**config.mk**
```make
export PLATFORM = sky130hd
export DESIGN_NAME = audio_line_pacer
export DESIGN_NICKNAME = d
export VERILOG_FILES = /design/src/rtl/alp_pkg.sv /design/src/rtl/alp_credit.sv /design/src/rtl/alp_reader.sv /design/src/rtl/audio_line_pacer.sv
export SDC_FILE = /design/constraint.sdc
export NUM_CORES = 1
export LEC_CHECK = 0
export ABC_AREA = 1
export BUFFER_PORTS_ARGS = -buffer_cell sky130_fd_sc_hd__buf_2
export CORE_MARGIN = 2
export CORE_UTILIZATION = 50
export CTS_CLUSTER_SIZE = 30
export DETAILED_ROUTE_END_ITERATION = 10
export PLACE_DENSITY_LB_ADDON = 0.25
export REMOVE_ABC_BUFFERS = 1
export SLEW_MARGIN = 10
export SYNTH_ARGS = -nofsm -noshare
export SYNTH_HDL_FRONTEND = slang
export SYNTH_SLANG_ARGS = --single-unit
```
**constraint.sdc**
```tcl
create_clock -name clk -period 8.3 [get_ports clk]
set_input_delay 0.415 -clock clk [delete_from_list [all_inputs] [get_ports clk]]
set_output_delay 0.415 -clock clk [all_outputs]
set_load 0.02 [all_outputs]
```
**src/rtl/alp_pkg.sv**
```systemverilog
package alp_pkg;

    // Packet capacity in stereo samples per line.
    localparam int ALP_MAX_GRANT = 4;

    // Smaller of two unsigned counts, each at most 32 bits.
    function automatic logic [31:0] alp_min(input logic [31:0] a, input logic [31:0] b);
        return (a < b) ? a : b;
    endfunction

endpackage

```
**src/rtl/alp_credit.sv**
```systemverilog
module alp_credit #(
    parameter int FRAC_W    = 16,
    parameter int INCR_W    = 19,
    parameter int LVL_W     = 7,
    parameter int MAX_GRANT = alp_pkg::ALP_MAX_GRANT,
    parameter int CNT_W     = $clog2(MAX_GRANT + 1)
) (
    input  logic              clk,
    input  logic              rst_n,
    input  logic              take,
    input  logic [INCR_W-1:0] incr,
    input  logic [LVL_W-1:0]  fifo_level,
    output logic [CNT_W-1:0]  grant_now,
    output logic              grant_valid,
    output logic [CNT_W-1:0]  grant_count
);
    localparam int ACC_W   = INCR_W;
    localparam int SUM_W   = INCR_W + 1;
    localparam int WHOLE_W = SUM_W - FRAC_W;
    localparam logic [SUM_W-1:0] SAT = SUM_W'(MAX_GRANT) << FRAC_W;

    typedef struct packed {
        logic [ACC_W-1:0] acc;
        logic             vld;
        logic [CNT_W-1:0] cnt;
    } credit_t;

    credit_t st_d, st_q;

    logic [SUM_W-1:0]   sum;
    logic [WHOLE_W-1:0] whole;
    logic [SUM_W-1:0]   rem;
    logic [31:0]        want, have, give;

    always_comb begin
        sum   = {1'b0, st_q.acc} + {1'b0, incr};
        whole = sum[SUM_W-1:FRAC_W];
        want  = alp_pkg::alp_min(32'(whole), 32'(MAX_GRANT));
        have  = alp_pkg::alp_min(32'(fifo_level), 32'(MAX_GRANT));
        give  = alp_pkg::alp_min(want, have);
        grant_now = take ? CNT_W'(give) : '0;
        rem   = sum - (SUM_W'(give) << FRAC_W);

        st_d     = st_q;
        st_d.vld = 1'b0;
        if (take) begin
            st_d.vld = 1'b1;
            st_d.cnt = CNT_W'(give);
            st_d.acc = (rem > SAT) ? ACC_W'(SAT) : rem[ACC_W-1:0];
        end
    end

    always_ff @(posedge clk) begin
        if (!rst_n) st_q <= '0;
        else        st_q <= st_d;
    end

    assign grant_valid = st_q.vld;
    assign grant_count = st_q.cnt;

    // stored credit never exceeds the cap
    p_credit_cap_r4: assert property (@(posedge clk) disable iff (!rst_n)
        {1'b0, st_q.acc} <= SAT);
    // a grant never exceeds the packet capacity
    p_grant_cap_r2: assert property (@(posedge clk) disable iff (!rst_n)
        32'(grant_count) <= 32'(MAX_GRANT));
    // a grant never exceeds the FIFO level seen at the decision
    p_fifo_clip_r3: assert property (@(posedge clk) disable iff (!rst_n)
        take |=> 32'(grant_count) <= 32'($past(fifo_level)));
endmodule

```
**src/rtl/alp_reader.sv**
```systemverilog
module alp_reader #(
    parameter int CNT_W = 3,
    parameter int PTR_W = 6,
    parameter int SEQ_W = 8
) (
    input  logic                   clk,
    input  logic                   rst_n,
    input  logic                   load,
    input  logic [CNT_W-1:0]       load_cnt,
    output logic                   busy,
    output logic                   rd_strobe,
    output logic [SEQ_W+PTR_W-1:0] ptr_word
);
    typedef struct packed {
        logic [CNT_W-1:0] left;
        logic [PTR_W-1:0] tail;
        logic [SEQ_W-1:0] seq;
    } rd_t;

    rd_t st_d, st_q;

    always_comb begin
        st_d = st_q;
        if (st_q.left != '0) begin
            st_d.left = st_q.left - 1'b1;
            st_d.tail = st_q.tail + 1'b1;
            st_d.seq  = st_q.seq + 1'b1;
        end
        if (load) st_d.left = load_cnt;
    end

    always_ff @(posedge clk) begin
        if (!rst_n) st_q <= '0;
        else        st_q <= st_d;
    end

    assign busy      = (st_q.left != '0);
    assign rd_strobe = busy;
    assign ptr_word  = {st_q.seq, st_q.tail};

    // each strobe advances the tail by one
    p_tail_step_r7: assert property (@(posedge clk) disable iff (!rst_n)
        rd_strobe |=> ptr_word[PTR_W-1:0] == $past(ptr_word[PTR_W-1:0]) + 1'b1);
    // each strobe advances the sequence counter by one
    p_seq_step_r7: assert property (@(posedge clk) disable iff (!rst_n)
        rd_strobe |=> ptr_word[SEQ_W+PTR_W-1:PTR_W] == $past(ptr_word[SEQ_W+PTR_W-1:PTR_W]) + 1'b1);
    // the word is stable without a strobe
    p_word_hold_r7: assert property (@(posedge clk) disable iff (!rst_n)
        !rd_strobe |=> $stable(ptr_word));
endmodule

```
**src/rtl/audio_line_pacer.sv**
```systemverilog
module audio_line_pacer #(
    parameter int FRAC_W    = 16,
    parameter int INCR_W    = 19,
    parameter int PTR_W     = 6,
    parameter int SEQ_W     = 8,
    parameter int MAX_GRANT = alp_pkg::ALP_MAX_GRANT,
    parameter int LVL_W     = PTR_W + 1,
    parameter int CNT_W     = $clog2(MAX_GRANT + 1)
) (
    input  logic                   clk,
    input  logic                   rst_n,
    input  logic                   line_start,
    input  logic [INCR_W-1:0]      incr,
    input  logic [LVL_W-1:0]       fifo_level,
    output logic                   grant_valid,
    output logic [CNT_W-1:0]       grant_count,
    output logic                   rd_strobe,
    output logic [SEQ_W+PTR_W-1:0] ptr_word
);
    logic             busy;
    logic             take;
    logic [CNT_W-1:0] grant_now;

    assign take = line_start && !busy;

    alp_credit #(
        .FRAC_W(FRAC_W), .INCR_W(INCR_W), .LVL_W(LVL_W),
        .MAX_GRANT(MAX_GRANT), .CNT_W(CNT_W)
    ) u_credit (
        .clk(clk), .rst_n(rst_n), .take(take), .incr(incr),
        .fifo_level(fifo_level), .grant_now(grant_now),
        .grant_valid(grant_valid), .grant_count(grant_count)
    );

    alp_reader #(
        .CNT_W(CNT_W), .PTR_W(PTR_W), .SEQ_W(SEQ_W)
    ) u_reader (
        .clk(clk), .rst_n(rst_n), .load(take), .load_cnt(grant_now),
        .busy(busy), .rd_strobe(rd_strobe), .ptr_word(ptr_word)
    );

    // a line start during pending reads yields no decision
    p_ignore_busy_r8: assert property (@(posedge clk) disable iff (!rst_n)
        (line_start && rd_strobe) |=> !grant_valid);
    // a decision with a nonzero grant starts strobing at once
    p_strobe_start_r6: assert property (@(posedge clk) disable iff (!rst_n)
        (grant_valid && grant_count != '0) |-> rd_strobe);
    // grant count only changes together with a decision pulse
    p_count_hold_r5: assert property (@(posedge clk) disable iff (!rst_n)
        !grant_valid |=> (grant_valid || $stable(grant_count)));
endmodule

```
==> reports/qor.csv <==
stage,metric,value,unit
setup_path,reg2reg setup slack,3.96,ns
cells_and_area,ant diodes,0,
grt,met1 usage,27.7,%
grt,largest net degree at the start of global routing,45,
synthesis,Cells after Synth,488,
floorplanning,Initial Util,51.8,%
cts,cts hold-fix bufs,0,
sta,setup TNS,0,ns
sta,"Min Clock Period, post-route",4.34,ns
setup_path,CP max stage cell,fa_1,
synthesis,Syn Area/Cell,6.78,um2
synthesis,Yosys reg bits,40,
sta,"Slew Viols, Final",0,
setup_path,crit path launch,u_credit.st_q[4]$_SDFFE_PN0P_,
worst_hold_path,hold crit path type,in -> reg,
sta,unrepaired setup endpoints after global routing,no,
synthesis,"top cells by area, synth","dfxtp_1 (24%), nand2_1 (14%), ha_1 (11%)",
cts,H-tree depth,2,
placement,placed wire-length estimate,5.60,mm
floorplanning,Ports,48,
floorplanning,core area,6390,um2
cts,TritonCTS clock tree,yes,
cells_and_area,nets,577,
cts,clock root buffer master,clkbuf_8,
routing,via count,2999,
routing,Iteration-0 DRC Markers,174,
synthesis,distinct cell type count after synthesis,41,
synthesis,ys async rst share,0,%
flow_run,max-capacitance violation count,0,
cells_and_area,final instance area,3540,um2
setup_path,"most used cell, CP",nand2_1,
setup_path,reg2reg end,u_credit.st_q[16]$_SDFFE_PN0P_,
cts,"Clk Latency, worst-skew pair",0.30,ns
sta,Final Cycle Share,52.3,%
grt,gr busiest metal,met2,
cts,clk slew on worst S/H paths,0.09,ns
worst_hold_path,hold path start,rst_n,
sta,FMAX,230,MHz
cells_and_area,fill count,635,
setup_path,crit path capture type,flip-flop,
routing,post-route ant nets,0,
synthesis,post-synthesis sequential area ratio,24.2,%
floorplanning,Die Y,85.3,um
synthesis,"area leader, netlist",dfxtp_1,
run_status,status,finished clean,
sta,"Hold Vio Cnt, Final",0,
power_and_ir_drop,worst vdd ir,0.212,mV
cts,Clock Tree Buf Depth,2,
power_and_ir_drop,Power Dens Cells,373,nW/um2
floorplanning,chip width,85.3,um
grt,initial antenna violation count,0,
grt,met3 global-route usage,3.02,%
synthesis,post-synthesis cell area,3310,um2
routing,vias per inst,5.04,
synthesis,"EDFF count, synth",0,
placement,Final GP Congestion,0.901,
cts,Post-CTS Setup Inserts,0,
routing,Avg WL per Cell,12.0,um
floorplanning,die area,7280,um2
routing,# DRC,0,
setup_path,Worst path max stage delay,0.40,ns
sta,Fin Hold WS,0.434,ns
synthesis,predominant post-synthesis flop cell,dfxtp_1,
synthesis,post-synth top area share,24.2,%
power_and_ir_drop,Lkg Pwr,1.80,nW
grt,vias in the first global route,2932,
setup_path,crit path kind,reg -> reg,
setup_path,Worst setup endpoint,u_credit.st_q[16]$_SDFFE_PN0P_,
cts,TritonCTS Buffers,5,
setup_path,"Max FO, Critical Path",18,
cells_and_area,layout cells sized above 1,19.9,%
sta,Fin Clk Skew,0.00708,ns
setup_path,required time worst endpoint,8.53,ns
setup_path,crit path DAT,4.57,ns
cells_and_area,Area Overhead vs Synth,7.11,%
routing,drt pass-1 iters,4,
floorplanning,row count,29,
cts,CTS resizes,0,
placement,port bufs,47,
power_and_ir_drop,Final Total Pwr,1.32,mW
sta,Final setup violation count,0,
synthesis,Yosys warnings,0,
grt,GR Util met2,35.1,%
cts,clock sinks,40,
routing,Final Routed Wirelength,7.12,mm
setup_path,Worst setup SP type,flip-flop,
setup_path,reg-to-reg startpoint,u_credit.st_q[4]$_SDFFE_PN0P_,
grt,first-pass GRT wire length,12.6,mm
grt,gr usage total,20.8,%
cells_and_area,post-layout util,55.5,%
grt,gr ovfl total,0,
setup_path,R2R depth,30,
placement,dpl cell area,3430,um2
[area by class of cell]
class | instances | area, um2 | share of cell area, %
clock buffer | 5 | 68.8 | 1.94
clock inverter | 3 | 46.3 | 1.31
inverter | 59 | 221 | 6.25
multi-input combinational | 362 | 2060 | 58.1
sequential | 40 | 801 | 22.6
tap | 77 | 96.3 | 2.72
timing repair buffer | 49 | 250 | 7.06
[stage by stage]
stage	instances	setup slack, ns
finish	595	3.96
global route	595	3.44
CTS	595	3.93
detailed placement	587	3.79
global placement	587	3.93
floorplan	461	4.38
[cells by family after synthesis]
family	count (synthesis)	share of synthesized area [%]
AO/OA/AOI/OAI	73	13.2
adder cells (fa/ha/maj)	31	12.2
other	2	0.227
flip-flops	40	24.2
buffers and inverters	86	13.5
XOR/XNOR	15	3.97
AND/OR/NAND/NOR	241	32.6
[sequential cells by signal, indices dropped and copies added, names as in the netlist]
signal                cells
u_credit.grant_count      3
u_credit.grant_valid      1
u_credit.st_q            19
u_reader.ptr_word        14
u_reader.st_q             3
[worst max-delay path, delay by kind of cell (launching register included)]
family / cells / cell delay, ns
flip-flops: 1 / 0.34
buffers and inverters: 5 / 0.36
adder cells (fa/ha/maj): 5 / 1.40
AND/OR/NAND/NOR: 19 / 2.03
AO/OA/AOI/OAI: 1 / 0.12
[worst min-delay path by stage]
stage	to	slack (ns)	cells past startpoint
final	u_reader.ptr_word[0]$_SDFFE_PN0N_	0.43	3
after global routing	u_reader.ptr_word[0]$_SDFFE_PN0N_	0.44	3
after CTS	u_reader.ptr_word[3]$_SDFFE_PN0N_	0.42	3
after detailed placement	u_credit.grant_count[2]$_SDFFE_PN0P_	0.46	2
after global placement	u_reader.ptr_word[5]$_SDFFE_PN0N_	0.44	2
after floorplan	u_credit.st_q[13]$_SDFFE_PN0P_	0.45	2
[synthesized netlist by cell type, types with 2 or more instances]
library cell / number
nor2_1: 53
dfxtp_1: 40
nand2_2: 15
a21oi_2: 14
clkbuf_1: 3
and2_1: 2
nand3_1: 28
xor2_1: 6
inv_2: 4
nand3_2: 3
clkbuf_8: 2
buf_4: 17
ha_1: 29
nor3_1: 7
a31oi_1: 2
dlygate4sd3_1: 4
o21ai_0: 14
a21oi_1: 37
conb_1: 2
fa_1: 2
nor3_2: 2
xnor2_1: 9
inv_1: 55
nand2_1: 119
nand4_1: 3
[placed cells by master (no fill, tap or decap), types with 3 or more instances in the layout]
master,synthesis,routed
a21oi_2,14,14
nand4_1,3,3
clkbuf_8,2,5
inv_2,4,4
nand3_1,28,28
nand3_2,3,3
nor2_1,53,53
o21ai_0,14,14
buf_2,0,47
nor3_1,7,7
dfxtp_1,40,40
a21oi_1,37,37
xnor2_1,9,9
nand2_1,119,119
inv_1,55,55
ha_1,29,29
nand2_2,15,15
xor2_1,6,6
[metal layers]
layer / wire [um] / up-vias
li1: - / 1597
met1: 3460 / 1341
met2: 3310 / 53
met3: 259 / 8
met4: 89 / 0
met5: 0 / -
[report_power, final]
part	internal, mW	switching, mW
registers	0.246	0.0342
clock network	0.0907	0.0778
logic	0.308	0.567
total	0.645	0.679
(Power assumes the default switching activity.)
